### config.mk
export PLATFORM = sky130hd
export DESIGN_NAME = opag_top
export DESIGN_NICKNAME = d
export VERILOG_FILES = /design/src/rtl/opag_pkg.sv /design/src/rtl/opag_regfile.sv /design/src/rtl/opag_addr_calc.sv /design/src/rtl/opag_top.sv
export SDC_FILE = /design/constraint.sdc
export NUM_CORES = 2
export LEC_CHECK = 0
export BUFFER_PORTS_ARGS = -buffer_cell sky130_fd_sc_hd__buf_2
export CELL_PAD_IN_SITES_DETAIL_PLACEMENT = 0
export CELL_PAD_IN_SITES_GLOBAL_PLACEMENT = 1
export CORE_MARGIN = 1.5
export CORE_UTILIZATION = 35
export DETAILED_ROUTE_END_ITERATION = 8
export PLACE_DENSITY_LB_ADDON = 0.1
export SYNTH_ARGS = -nofsm -noshare
export SYNTH_HDL_FRONTEND = slang
export SYNTH_SLANG_ARGS = --single-unit
### constraint.sdc
create_clock -name clk -period 7.7 [get_ports clk]
set_input_delay 1.155 -clock clk [delete_from_list [all_inputs] [get_ports clk]]
set_output_delay 1.155 -clock clk [all_outputs]
set_load 0.005 [all_outputs]
### src/rtl/opag_pkg.sv
package opag_pkg;
  localparam logic [3:0] MD_REG  = 4'd0;
  localparam logic [3:0] MD_IMM  = 4'd1;
  localparam logic [3:0] MD_DISP = 4'd2;
  localparam logic [3:0] MD_RIND = 4'd3;
  localparam logic [3:0] MD_IDX  = 4'd4;
  localparam logic [3:0] MD_ABS  = 4'd5;
  localparam logic [3:0] MD_MIND = 4'd6;
  localparam logic [3:0] MD_AINC = 4'd7;
  localparam logic [3:0] MD_ADEC = 4'd8;
  localparam logic [3:0] MD_SCL  = 4'd9;

  typedef enum logic [1:0] {
    ST_IDLE = 2'd0,
    ST_PTR  = 2'd1,
    ST_DATA = 2'd2
  } opag_state_e;
endpackage

### src/rtl/opag_regfile.sv
module opag_regfile #(
  parameter int DW   = 32,
  parameter int NREG = 32,
  localparam int IW  = $clog2(NREG)
) (
  input  logic          clk,
  input  logic          rst_n,
  input  logic [IW-1:0] ra_b,
  input  logic [IW-1:0] ra_x,
  output logic [DW-1:0] rd_b,
  output logic [DW-1:0] rd_x,
  input  logic          we_ext,
  input  logic [IW-1:0] wa_ext,
  input  logic [DW-1:0] wd_ext,
  input  logic          we_upd,
  input  logic [IW-1:0] wa_upd,
  input  logic [DW-1:0] wd_upd
);
  logic [DW-1:0] regs [NREG];

  // Entry 0 is a hard zero; the others take a base update ahead of a port write.
  for (genvar g = 0; g < NREG; g++) begin : g_ent
    if (g == 0) begin : g_zero
      assign regs[g] = '0;
    end else begin : g_reg
      logic          upd_hit, ext_hit, ent_en;
      logic [DW-1:0] ent_d;
      assign upd_hit = we_upd && (wa_upd == IW'(g));
      assign ext_hit = we_ext && (wa_ext == IW'(g));
      assign ent_en  = upd_hit || ext_hit;
      assign ent_d   = upd_hit ? wd_upd : wd_ext;
      always_ff @(posedge clk or negedge rst_n) begin
        if (!rst_n)      regs[g] <= '0;
        else if (ent_en) regs[g] <= ent_d;
      end
    end
  end

  assign rd_b = regs[ra_b];
  assign rd_x = regs[ra_x];
endmodule

### src/rtl/opag_addr_calc.sv
module opag_addr_calc import opag_pkg::*; #(
  parameter int DW = 32,
  parameter int SW = 4
) (
  input  logic [3:0]    mode,
  input  logic [DW-1:0] rb,
  input  logic [DW-1:0] rx,
  input  logic [DW-1:0] konst,
  input  logic [SW-1:0] opsize,
  output logic [DW-1:0] addr,
  output logic [DW-1:0] val,
  output logic          uses_mem,
  output logic          indirect,
  output logic          bad,
  output logic          upd,
  output logic [DW-1:0] upd_val
);
  logic [DW-1:0] step;
  logic [DW-1:0] scaled;

  assign step   = {{(DW-SW){1'b0}}, opsize};
  assign scaled = rx * step;

  always_comb begin
    addr     = '0;
    val      = '0;
    uses_mem = 1'b1;
    indirect = 1'b0;
    bad      = 1'b0;
    upd      = 1'b0;
    upd_val  = rb;
    case (mode)
      MD_REG:  begin uses_mem = 1'b0; val = rb;    end
      MD_IMM:  begin uses_mem = 1'b0; val = konst; end
      MD_DISP: addr = konst + rb;
      MD_RIND: addr = rb;
      MD_IDX:  addr = rb + rx;
      MD_ABS:  addr = konst;
      MD_MIND: begin addr = rb; indirect = 1'b1; end
      MD_AINC: begin addr = rb; upd = 1'b1; upd_val = rb + step; end
      MD_ADEC: begin addr = rb - step; upd = 1'b1; upd_val = rb - step; end
      MD_SCL:  addr = konst + rb + scaled;
      default: begin uses_mem = 1'b0; bad = 1'b1; end
    endcase
  end
endmodule

### src/rtl/opag_top.sv
module opag_top import opag_pkg::*; #(
  parameter int DW   = 32,
  parameter int NREG = 32,
  parameter int SW   = 4,
  localparam int IW  = $clog2(NREG)
) (
  input  logic          clk,
  input  logic          rst_n,
  input  logic          start,
  input  logic [3:0]    mode,
  input  logic [IW-1:0] base_sel,
  input  logic [IW-1:0] index_sel,
  input  logic [DW-1:0] konst,
  input  logic [SW-1:0] opsize,
  input  logic          rf_we,
  input  logic [IW-1:0] rf_waddr,
  input  logic [DW-1:0] rf_wdata,
  output logic          mem_rd,
  output logic [DW-1:0] mem_addr,
  input  logic [DW-1:0] mem_rdata,
  output logic          done,
  output logic          illegal,
  output logic [DW-1:0] operand
);
  opag_state_e   st_q, st_d;
  logic [DW-1:0] addr_q, addr_d, opnd_q, opnd_d;
  logic          addr_en, opnd_en;
  logic          done_q, done_d, ill_q, ill_d;
  logic          upd_we;

  logic [DW-1:0] rb, rx, c_addr, c_val, c_upd_val;
  logic          c_mem, c_ind, c_bad, c_upd;

  opag_regfile #(.DW(DW), .NREG(NREG)) u_rf (
    .clk    (clk),
    .rst_n  (rst_n),
    .ra_b   (base_sel),
    .ra_x   (index_sel),
    .rd_b   (rb),
    .rd_x   (rx),
    .we_ext (rf_we),
    .wa_ext (rf_waddr),
    .wd_ext (rf_wdata),
    .we_upd (upd_we),
    .wa_upd (base_sel),
    .wd_upd (c_upd_val)
  );

  opag_addr_calc #(.DW(DW), .SW(SW)) u_calc (
    .mode     (mode),
    .rb       (rb),
    .rx       (rx),
    .konst    (konst),
    .opsize   (opsize),
    .addr     (c_addr),
    .val      (c_val),
    .uses_mem (c_mem),
    .indirect (c_ind),
    .bad      (c_bad),
    .upd      (c_upd),
    .upd_val  (c_upd_val)
  );

  always_comb begin
    st_d    = st_q;
    addr_d  = addr_q;
    addr_en = 1'b0;
    opnd_d  = opnd_q;
    opnd_en = 1'b0;
    done_d  = 1'b0;
    ill_d   = 1'b0;
    upd_we  = 1'b0;
    case (st_q)
      ST_IDLE: begin
        if (start) begin
          if (c_bad) begin
            done_d  = 1'b1;
            ill_d   = 1'b1;
            opnd_d  = '0;
            opnd_en = 1'b1;
          end else if (!c_mem) begin
            done_d  = 1'b1;
            opnd_d  = c_val;
            opnd_en = 1'b1;
          end else begin
            addr_d  = c_addr;
            addr_en = 1'b1;
            st_d    = c_ind ? ST_PTR : ST_DATA;
            upd_we  = c_upd && (base_sel != '0);
          end
        end
      end
      ST_PTR: begin
        addr_d  = mem_rdata;
        addr_en = 1'b1;
        st_d    = ST_DATA;
      end
      ST_DATA: begin
        opnd_d  = mem_rdata;
        opnd_en = 1'b1;
        done_d  = 1'b1;
        st_d    = ST_IDLE;
      end
      default: st_d = ST_IDLE;
    endcase
  end

  always_ff @(posedge clk or negedge rst_n) begin
    if (!rst_n) begin
      st_q   <= ST_IDLE;
      done_q <= 1'b0;
      ill_q  <= 1'b0;
    end else begin
      st_q   <= st_d;
      done_q <= done_d;
      ill_q  <= ill_d;
    end
  end

  always_ff @(posedge clk or negedge rst_n) begin
    if (!rst_n)       addr_q <= '0;
    else if (addr_en) addr_q <= addr_d;
  end

  always_ff @(posedge clk or negedge rst_n) begin
    if (!rst_n)       opnd_q <= '0;
    else if (opnd_en) opnd_q <= opnd_d;
  end

  assign mem_rd   = (st_q != ST_IDLE);
  assign mem_addr = addr_q;
  assign done     = done_q;
  assign illegal  = ill_q;
  assign operand  = opnd_q;
endmodule

==> impl_metrics.yaml <==
sta:
  fin_hold_ws_ns: 0.3223
  setup_viol: 0
  layout_setup_ws_ns: 0.5955
  rsz0062_at_grt: "false"
  fmax_ghz: 0.1408
  slew_headroom_pct: 16.31
  hold_violations: 0
  layout_min_cycle_time_ns: 7.105
  finalCritPeriodShare_pct: 92.27
  finalClockSkew_ns: 0.04553
  worst_slew_pin_slew_ns: 1.252
  fin_tns_setup_ns: 0
  slew_viol_final: 0
hold_path:
  hp-class: "in2async"
outcome:
  status: "complete, no violations"
layout:
  finalNetCount: 7938
  stdcell_area_mm2: 0.08834
  multi_input_area_mm2: 0.04631
  fillCellCount: 20800
  drive_above_1_share_pct: 28.44
  fin_cells: 10580
  seqCellArea_mm2: 0.02653
  area_growth_syn_to_layout_pct: 16.25
die:
  die_y_um: 468.9
  io_pins: 190
  rows: 170
  core_mm2: 0.2153
  die_w_um: 468.9
  initial_core_util_pct: 35.30
  dieArea_mm2: 0.2199
logic_synthesis:
  synth_area_mm2: 0.07599
  synth_ff_type: "dfrtp_1"
  yosysSeqAreaShare_pct: 34.91
  synthMostInstantiatedCell: "dfrtp_1"
  yosysWarnings: 0
  synth_nets: 7707
  synth_edf_count: 0
  yosys.area.top_type: "dfrtp_1"
  synth.distinct_cells: 117
  ys_ff_latch: 1060
  synth_top_area_share_pct: 34.91
  synth_common_cells: "1,060 x dfrtp_1, 712 x a21oi_1, 674 x nor2_1"
  synth_area_leaders: "dfrtp_1 35%, mux4_2 14%, mux2i_1 8.5%"
  syn_inst: 7389
  avgSynthCellArea_um2: 10.28
  synthArstFlopShare_pct: 100.0
route:
  via_count: 65100
  drtAntennaViolNets: 0
  dr.first_iter.drc_count: 7558
  wl_per_cell_um: 34.66
  drt-total-wl_um: 366700
  via_per_inst: 6.153
  drc: 0
  dr.pass1.iters: 7
cts:
  clock_tree.root_cell: "clkbuf_16"
  clk_pin_slew_worst_paths_ns: 0.06
  clockBufferDepth: 3
  cts_max_level: 4
  ctsResizeCount: 0
  cts_tree: "built"
  postCtsHoldBufs: 0
  clkSinkCount: 1060
  clk_latency_ns: 0.85
  cts_inserted_buffers: 142
  post-cts-setup-buffers: 0
worst_setup_path:
  critPathBufInv: 7
  crit_family: "compound AO/OA/AOI/OAI gates"
  worst_path_most_repeated_cell: "buf_4"
  crit-reg2reg-launch: "u_rf.regs[774]"
  critical_path_class: "in2reg"
  arrival_ns: 7.79
  cp.required_ns: 8.39
  reg2regPathDepth: 31
  cpPeakStageDelay_ns: 0.54
  worst-path-max-fanout: 21
  crit_path_end_kind: "flip-flop"
  rrSetupSlack_ns: 0.96
  rr_endpoint: "mem_addr[29]"
  worst_path_max_delay_cell: "mux4_2"
  critPathLaunchType: "input port"
global_route:
  grt_max_degree: 144
  grt-ovfl-total: 0
  grt_pass1_vias: 63300
  grt_first_pass_wirelength_um: 510900
  antenna_found_initial: 25
  grt_usage_pct: 32.93
place:
  dpl_cell_area_mm2: 0.08371
  gp_congestion: 0.9050
  place_inst: 10310
  io_buffers: 189
  dp_slack_ns: -0.2039
  dp_hpwl_um: 238300
power_and_ir_drop:
  ir_drop_mv: 0.2053
  p_leak_nw: 39.42
  powerDensity_mw_per_mm2: 291.8
run:
  cap_violations: 0
cell type report:
cell class / instances / area share, %
Sequential cell: 1060 / 30.03
Clock inverter: 44 / 0.5850
Tap cell: 2838 / 4.020
Inverter: 183 / 0.7776
Clock buffer: 211 / 4.626
Antenna cell: 11 / 0.03116
Timing Repair Buffer: 834 / 7.505
Multi-Input combinational cell: 5399 / 52.43
power by group:
group	total [mW]	leakage (nW)	internal, mW	switching [mW]
clock	6.76	2.25	3.92	2.83
combinational	11.2	23.7	5.46	5.70
sequential	7.86	13.5	6.83	1.02
state kept, by name, summed over array words and instances (netlist names):
register,flops
done,1
u_rf.regs,992
st_q,2
mem_addr,32
operand,32
illegal,1
cell usage in the layout (no fill, tap or decap), drive strengths merged, types with 31 or more instances in the layout:
| cell | count |
|---|---|
| a211oi | 156 |
| a21o | 40 |
| a21oi | 713 |
| a221oi | 45 |
| a22o | 40 |
| a22oi | 94 |
| and3 | 33 |
| buf | 834 |
| clkbuf | 211 |
| dfrtp | 1060 |
| fa | 90 |
| ha | 105 |
| inv | 191 |
| mux2 | 478 |
| mux2i | 651 |
| mux4 | 488 |
| nand2 | 572 |
| nand3 | 43 |
| nor2 | 674 |
| nor2b | 146 |
| nor3 | 48 |
| o21ai | 484 |
| o221ai | 33 |
| o22ai | 31 |
| xnor2 | 79 |
| xor2 | 41 |
worst max path at each step:
| stage | from | to | cells past startpoint |
|---|---|---|---|
| floorplan | base_sel[0] | mem_addr[31] | 39 |
| global placement | base_sel[1] | mem_addr[29] | 32 |
| detailed placement | base_sel[0] | mem_addr[28] | 28 |
| CTS | base_sel[0] | mem_addr[28] | 28 |
| global route | base_sel[0] | mem_addr[29] | 34 |
| finish | base_sel[0] | mem_addr[28] | 28 |
routing by layer:
layer  vias to the layer above  track usage, %  wire length [um]
met4                        14           12.11             15020
met5                         -               0                84
met3                       662           6.240             28950
li1                      27620               -                 -
met1                     33720           45.14            156200
met2                      3079           51.64            166400
kinds of logic (layout without fill, tap and decap cells):
kind of cell,after synthesis,in the layout,synth area share (%)
DFF,1060,1060,34.91
AOI/OAI and AO/OA,1803,1803,14.37
and+or+nand+nor,1663,1663,9.738
buffers and inverters,930,1272,5.226
other,0,11,0
muxes,1617,1617,30.16
adders and majority gates,195,195,4.100
xor gates and xnor gates,121,121,1.492
through the flow:
| step | utilization [%] | power, mW |
|---|---|---|
| finish | 41.04 | 25.77 |
| global route | 41.03 | 27.17 |
| CTS | 41.03 | 25.76 |
| detailed placement | 38.89 | 18.94 |
| global placement | 38.89 | 18.82 |
| floorplan | - | 14.67 |
No activity file was read; power rests on OpenSTA's default activity.
